--- src/rtl/sram_timing_ctl.sv ---
module sram_timing_ctl #(
  parameter int AW = 20
) (
  input  logic          clk,
  input  logic          rst_n,
  input  logic [3:0]    cfg_we_lag,
  input  logic [3:0]    cfg_oe_lag,
  input  logic [4:0]    cfg_rd_wait,
  input  logic [4:0]    cfg_pg_wait,
  input  logic [4:0]    cfg_wr_wait,
  input  logic [3:0]    cfg_turn,
  input  logic          cfg_cs_high,
  input  logic          cfg_lane_low,
  input  logic [1:0]    cfg_width,
  input  logic          cfg_page,
  input  logic          cfg_xwait,
  input  logic [9:0]    cfg_xwait_lim,
  input  logic          cfg_wprot,
  input  logic          hreq,
  input  logic          hwrite,
  input  logic [AW-1:0] haddr,
  input  logic [31:0]   hwdata,
  input  logic [3:0]    hbe,
  output logic          hack,
  output logic          herr,
  output logic [31:0]   hrdata,
  output logic          hbusy,
  output logic          mem_cs,
  output logic          mem_oe_n,
  output logic          mem_we_n,
  output logic [3:0]    mem_lane,
  output logic [AW-1:0] mem_addr,
  output logic [31:0]   mem_dout,
  output logic          mem_dout_en,
  input  logic [31:0]   mem_din,
  input  logic          mem_wait_n
);

  localparam int CW = 6;
  localparam int TW = 14;

  typedef enum logic [1:0] {S_IDLE, S_ACC, S_TURN} st_t;

  st_t           st;
  logic          wr_q, first;
  logic [AW-1:0] word_q;
  logic [31:0]   wdata_q;
  logic [3:0]    lanes_q, lanes_in;
  logic [CW-1:0] cnt, lim;
  logic [1:0]    beat;
  logic [TW-1:0] tmo;
  logic [3:0]    tt;
  logic          acc, stall, pg, last_beat;

  always_comb begin
    case (cfg_width)
      2'd0:    lanes_in = {3'b000, hbe[haddr[1:0]]};
      2'd1:    lanes_in = {2'b00, haddr[1] ? hbe[3:2] : hbe[1:0]};
      default: lanes_in = hbe;
    endcase
  end

  assign acc       = (st == S_ACC);
  assign stall     = cfg_xwait & ~mem_wait_n;
  assign pg        = cfg_page & ~wr_q;
  assign last_beat = ~pg | (beat == 2'd3);
  assign lim       = wr_q  ? {1'b0, cfg_wr_wait} + CW'(1)
                   : first ? {1'b0, cfg_rd_wait} : {1'b0, cfg_pg_wait};

  assign hbusy       = (st != S_IDLE);
  assign mem_cs      = cfg_cs_high ? acc : ~acc;
  assign mem_oe_n    = ~(acc & ~wr_q & (~first | (cnt >= CW'(cfg_oe_lag))));
  assign mem_we_n    = ~(acc & wr_q & ~cfg_wprot &
                         (cnt >= CW'(cfg_we_lag) + CW'(1)) & (cnt <= CW'(cfg_wr_wait)));
  assign mem_lane    = acc ? ((~wr_q & ~cfg_lane_low) ? lanes_q : ~lanes_q) : {4{cfg_lane_low}};
  assign mem_addr    = {word_q[AW-1:2], word_q[1:0] + beat};
  assign mem_dout    = wdata_q;
  assign mem_dout_en = acc & wr_q & ~cfg_wprot;

  always_ff @(posedge clk or negedge rst_n) begin
    if (!rst_n) begin
      st      <= S_IDLE;
      wr_q    <= 1'b0;
      first   <= 1'b1;
      word_q  <= '0;
      wdata_q <= '0;
      lanes_q <= '0;
      cnt     <= '0;
      beat    <= '0;
      tmo     <= '0;
      tt      <= '0;
      hack    <= 1'b0;
      herr    <= 1'b0;
      hrdata  <= '0;
    end else begin
      hack <= 1'b0;
      herr <= 1'b0;
      case (st)
        S_IDLE: if (hreq) begin
          wr_q    <= hwrite;
          word_q  <= haddr >> cfg_width;
          wdata_q <= hwdata;
          lanes_q <= lanes_in;
          cnt     <= '0;
          beat    <= '0;
          first   <= 1'b1;
          tmo     <= '0;
          tt      <= '0;
          if (cfg_width == 2'd3) begin
            st   <= S_TURN;
            hack <= 1'b1;
            herr <= 1'b1;
          end else begin
            st <= S_ACC;
          end
        end
        S_ACC: begin
          if (stall) begin
            if (tmo == {cfg_xwait_lim, 4'hF}) begin
              hack <= 1'b1;
              herr <= 1'b1;
              st   <= S_TURN;
              tt   <= '0;
            end else begin
              tmo <= tmo + TW'(1);
            end
          end else if (cnt == lim) begin
            hack <= 1'b1;
            herr <= wr_q & cfg_wprot;
            if (!wr_q) hrdata <= mem_din;
            if (last_beat) begin
              st <= S_TURN;
              tt <= '0;
            end else begin
              beat  <= beat + 2'd1;
              cnt   <= '0;
              first <= 1'b0;
              tmo   <= '0;
            end
          end else begin
            cnt <= cnt + CW'(1);
          end
        end
        S_TURN: begin
          if (tt == cfg_turn) st <= S_IDLE;
          else tt <= tt + 4'd1;
        end
        default: st <= S_IDLE;
      endcase
    end
  end

endmodule

--- config.mk ---
export PLATFORM = sky130hd
export DESIGN_NAME = sram_timing_ctl
export DESIGN_NICKNAME = d
export VERILOG_FILES = /design/src/rtl/sram_timing_ctl.sv
export SDC_FILE = /design/constraint.sdc
export NUM_CORES = 1
export LEC_CHECK = 0
export BUFFER_PORTS_ARGS = -buffer_cell sky130_fd_sc_hd__buf_2
export CAP_MARGIN = 40
export CORE_UTILIZATION = 46
export CTS_CLUSTER_DIAMETER = 120
export DETAILED_ROUTE_END_ITERATION = 7
export HOLD_SLACK_MARGIN = 0.12
export PLACE_DENSITY = 0.85
export SYNTH_ARGS = -nofsm -noshare
export SYNTH_HDL_FRONTEND = slang
export SYNTH_SLANG_ARGS = --single-unit
--- constraint.sdc ---
create_clock -name clk -period 2.6 [get_ports clk]
set_input_delay 0.78 -clock clk [delete_from_list [all_inputs] [get_ports clk]]
set_output_delay 0.78 -clock clk [all_outputs]
set_load 0.01 [all_outputs]
==> report_table.html <==
<table>
<tr><th>Metric</th><th>Value</th></tr>
<tr><th colspan="2">Worst setup path</th></tr>
<tr><td>Count of cell instances traversed by the critical path</td><td>11</td></tr>
<tr><td>Startpoint of the worst-slack reg-to-reg timing path</td><td>first$_DFFE_PN1P_</td></tr>
<tr><td>Register-to-register setup slack</td><td>0.02 ns</td></tr>
<tr><td>Cell family with most CP delay</td><td>compound AO/OA/AOI/OAI gates</td></tr>
<tr><td>Crit path buf inv count</td><td>4</td></tr>
<tr><td>Crit-path cells</td><td>buf_8 &gt; buf_6 &gt; inv_4 &gt; ha_4 &gt; nand2b_4 &gt; a21o_1 &gt; a21o_1 &gt; a21oi_2 &gt; nor2b_1 &gt; o2111ai_2 &gt; buf_2</td></tr>
<tr><td>Worst path max stage delay</td><td>0.18 ns</td></tr>
<tr><td>CP max stage cell</td><td>sky130_fd_sc_hd__ha_4</td></tr>
<tr><td>Worst R2R End</td><td>hrdata[10]$_DFFE_PN0P_</td></tr>
<tr><td>FF-to-FF path depth</td><td>8</td></tr>
<tr><td>Worst setup endpoint</td><td>mem_we_n</td></tr>
<tr><td>Arrival time at the worst endpoint</td><td>2.18 ns</td></tr>
<tr><td>CP max FO</td><td>2</td></tr>
<tr><td>Kind of critical path</td><td>in2out</td></tr>
<tr><td>Worst setup path startpoint</td><td>cfg_we_lag[0]</td></tr>
<tr><td>Data required time at the worst endpoint</td><td>1.82 ns</td></tr>
<tr><td>Category of the worst setup path capture point</td><td>output port</td></tr>
<tr><td>Worst setup SP type</td><td>primary input</td></tr>
<tr><td>Cell type with the highest occurrence count on the critical path</td><td>sky130_fd_sc_hd__a21o_1</td></tr>
<tr><th colspan="2">Global route</th></tr>
<tr><td>Maximum number of pins on one net before global-route repair</td><td>61</td></tr>
<tr><td>Global-route usage over all layers</td><td>0.2384</td></tr>
<tr><td>Global route total overflow</td><td>0</td></tr>
<tr><td>Wire length of the first global-routing pass</td><td>27.88 mm</td></tr>
<tr><td>Vias in the first global route</td><td>5773</td></tr>
<tr><td>Number of antenna violations at the first check in global routing</td><td>0</td></tr>
<tr><th colspan="2">Place</th></tr>
<tr><td>DP Area</td><td>0.008214 mm2</td></tr>
<tr><td>Gp weighted congestion</td><td>0.8417</td></tr>
<tr><td>Detailed-placement wirelength estimate</td><td>12.75 mm</td></tr>
<tr><td>Number of port buffers</td><td>231</td></tr>
<tr><th colspan="2">Finish</th></tr>
<tr><td>Antenna fix cells</td><td>0</td></tr>
<tr><td>Final core utilization</td><td>0.6399</td></tr>
<tr><td>Share of cells above drive strength 1</td><td>0.3965</td></tr>
<tr><td>Post-synthesis to final-layout area growth</td><td>33.67%</td></tr>
<tr><td>Layout Cell Area excl Fill</td><td>0.009020 mm2</td></tr>
<tr><td>Fin nets</td><td>1112</td></tr>
<tr><th colspan="2">Floorplan</th></tr>
<tr><td>I/O Pins</td><td>232</td></tr>
<tr><td>Die width</td><td>123.1 um</td></tr>
<tr><td>Chip Height</td><td>123.1 um</td></tr>
<tr><td>Rows</td><td>43</td></tr>
<tr><td>Floorplan die area</td><td>0.01516 mm2</td></tr>
<tr><td>Starting utilization of the core area</td><td>0.4787</td></tr>
<tr><td>Floorplan core area</td><td>0.01410 mm2</td></tr>
<tr><th colspan="2">Timing</th></tr>
<tr><td>Final Max Tran Viols</td><td>0</td></tr>
<tr><td>RSZ-0062 raised after global routing</td><td>yes</td></tr>
<tr><td>Hold_ws</td><td>0.2756 ns</td></tr>
<tr><td>Final worst path period share</td><td>1.138</td></tr>
<tr><td>Setup tns final</td><td>-0.4684 ns</td></tr>
<tr><td>Final WS setup</td><td>-0.3583 ns</td></tr>
<tr><td>Fmax</td><td>338.0 MHz</td></tr>
<tr><td>Final hold vios</td><td>0</td></tr>
<tr><td>Final setup vio count</td><td>2</td></tr>
<tr><td>Worst slew slack as a fraction of its limit</td><td>0.5941</td></tr>
<tr><td>Transition time of the tightest slew-check pin</td><td>0.6089 ns</td></tr>
<tr><td>Post-layout min period</td><td>2.958 ns</td></tr>
<tr><td>Clock Skews</td><td>0.006647 ns</td></tr>
<tr><th colspan="2">Yosys</th></tr>
<tr><td>Synth Warn #</td><td>0</td></tr>
<tr><td>Post-Synthesis Cells</td><td>712</td></tr>
<tr><td>Largest area contributor in the synthesized netlist</td><td>sky130_fd_sc_hd__dfrtp_1</td></tr>
<tr><td>Count of distinct cell types in the synthesized netlist</td><td>59</td></tr>
<tr><td>Register area share after synthesis</td><td>0.4452</td></tr>
<tr><td>Syn_nets</td><td>870</td></tr>
<tr><td>Most frequently used cell type in the post-synthesis netlist</td><td>sky130_fd_sc_hd__nand2_1</td></tr>
<tr><td>Synthesized cell area</td><td>0.006748 mm2</td></tr>
<tr><td>Biggest area contributors in the synthesized netlist</td><td>sky130_fd_sc_hd__dfrtp_1, sky130_fd_sc_hd__nand2_1, sky130_fd_sc_hd__mux2_4</td></tr>
<tr><td>Top cells by instance count after synthesis</td><td>sky130_fd_sc_hd__nand2_1, sky130_fd_sc_hd__dfrtp_1, sky130_fd_sc_hd__nor2_1</td></tr>
<tr><td>Mean cell area of the mapped netlist</td><td>9.477 um2</td></tr>
<tr><td>Dominant register cell in the synthesized netlist</td><td>sky130_fd_sc_hd__dfrtp_1</td></tr>
<tr><td>Flops &amp; latches, synth</td><td>120</td></tr>
<tr><td>Fraction of synthesis flops using an asynchronous set or reset pin</td><td>1.000</td></tr>
<tr><td>Number of enable-type register cells in the synthesized netlist</td><td>0</td></tr>
<tr><td>Portion of synthesized cell area occupied by the leading cell type</td><td>0.4413</td></tr>
<tr><th colspan="2">Power and ir drop</th></tr>
<tr><td>Peak VDD IR</td><td>0.0005255 V</td></tr>
<tr><td>Power per standard cell area</td><td>1001 mW/mm2</td></tr>
<tr><td>Leakage</td><td>0.004865 uW</td></tr>
<tr><td>Total Power Consumption</td><td>9028 uW</td></tr>
<tr><th colspan="2">Clock network</th></tr>
<tr><td>H-tree level count</td><td>4</td></tr>
<tr><td>Cell chosen for the clock root</td><td>sky130_fd_sc_hd__clkbuf_16</td></tr>
<tr><td>Source-to-sink clock delay at the later pin of the worst-skew pair</td><td>0.41 ns</td></tr>
<tr><td>Clock tree from TritonCTS</td><td>done</td></tr>
<tr><td>Number of buffers on the longest clock path</td><td>2</td></tr>
<tr><td>Number of buffers inserted for hold repair after clock tree synthesis</td><td>0</td></tr>
<tr><td>Clock-pin slew of the registers on the worst-case setup and hold paths</td><td>0.05 ns</td></tr>
<tr><td>TritonCTS sink count</td><td>120</td></tr>
<tr><td>Number of buffers added by the clock tree synthesis step</td><td>17</td></tr>
<tr><th colspan="2">Worst hold path</th></tr>
<tr><td>Hold crit path type</td><td>in2async</td></tr>
<tr><th colspan="2">Routing</th></tr>
<tr><td>Detailed route wirelength on metal3</td><td>1.385 mm</td></tr>
<tr><td>Drt total wl</td><td>18.18 mm</td></tr>
<tr><td>First-pass iteration count of the detailed router</td><td>5</td></tr>
<tr><td>Vias after detailed routing</td><td>6046</td></tr>
<tr><td>Uppermost layer routed</td><td>met4</td></tr>
<tr><td>Routed metal-1 wire length</td><td>7.617 mm</td></tr>
<tr><td>Drt drc</td><td>0</td></tr>
<tr><td>Average vias per placed instance</td><td>5.276</td></tr>
<tr><td>Final ANT Viol Nets</td><td>0</td></tr>
<tr><td>Count of routing violations after the opening detailed-route iteration</td><td>415</td></tr>
<tr><td>Met2 wire len</td><td>8.897 mm</td></tr>
<tr><td>Average detailed-routed wire length per instance</td><td>15.86 um</td></tr>
<tr><th colspan="2">Status</th></tr>
<tr><td>Outcome</td><td>complete, but fails checks</td></tr>
<tr><td>Violations in the final reports</td><td>setup timing</td></tr>
<tr><th colspan="2">Job</th></tr>
<tr><td>Number of maximum-capacitance constraint violations</td><td>0</td></tr>
</table>
## stage by stage
step                setup slack, ns  instances
global route                -0.4231       1146
CTS                         -0.3891       1140
finish                      -0.3583       1146
floorplan                   -0.1943        712
detailed placement          -0.5188       1107
global placement            -0.4912       1107
## placed cells by master (no fill, tap or decap), drive strengths merged, types with 3 or more instances in the layout
cell type    n
and4         3
a211o        6
and3         6
a21oi       18
nor4         3
inv         20
dfrtp      119
o21ai       33
nand2b       4
nor3         6
xor2         9
nor2        36
a221o        3
nand3       19
clkinv       6
buf        275
mux2i       19
ha          21
nand2      187
nor2b        6
clkinvlp     3
xnor2       21
clkbuf      21
a22oi        5
nand4        6
a31oi       11
and2         4
a21o         4
mux2        45
o211ai       9
o21a         4
## worst min-delay path by stage
| stage | start | endpoint | slack [ns] |
|---|---|---|---|
| after floorplan | word_q[10]$_DFFE_PN0P_ | word_q[10]$_DFFE_PN0P_ | 0.44 |
| after global placement | word_q[13]$_DFFE_PN0P_ | word_q[13]$_DFFE_PN0P_ | 0.45 |
| after detailed placement | word_q[14]$_DFFE_PN0P_ | word_q[14]$_DFFE_PN0P_ | 0.45 |
| after CTS | rst_n | tt[2]$_DFFE_PN0P_ | 0.27 |
| after global routing | rst_n | tt[2]$_DFFE_PN0P_ | 0.28 |
| final | rst_n | tt[2]$_DFFE_PN0P_ | 0.28 |
## routing by layer
metal,global-route usage,vias to the layer above
li1,-,2918
met1,0.2973,2858
met2,0.3992,238
met3,0.06365,32
met4,0.08133,0
met5,0,-
## cell type report
cell class | instances | area [um2]
Multi-Input combinational cell | 520 | 3522
Sequential cell | 120 | 3005
Timing Repair Buffer | 277 | 1658
Clock inverter | 12 | 103.9
Tap cell | 180 | 225.2
Clock buffer | 19 | 432.9
Fill cell | 1120 | 5076
Inverter | 18 | 72.57
## state kept, by name, indices dropped and copies added (netlist names), 2 cells and up
signal and flops:
st 2, cnt 6, tmo 14, tt 4, mem_dout 32, beat 2
lanes_q 4, hrdata 32, word_q 20
## what timing repair did
item / CTS / global route
pin swaps: 11 / 8
setup endpoints to repair: 34 / 43
gates resized for setup: 18 / 14
setup buffers: 1 / 4
gates cloned: 1 / 2
## cells by family (layout without fill, tap and decap cells)
kind of cell,Yosys count,in the layout,share of synthesized area
AO/OA/AOI/OAI,112,112,0.1114
AND/OR/NAND/NOR,293,293,0.1893
multiplexers,64,64,0.1205
XOR/XNOR,30,30,0.03894
flip-flops,120,120,0.4452
buffers and inverters,72,326,0.05563
adder cells (fa/ha/maj),21,21,0.03894
## power breakdown
group | internal [uW] | switching (uW)
clock network | 1300 | 850
registers | 2530 | 437
logic | 1740 | 2170
total | 5570 | 3460
Power figures use the tool's default switching activity.
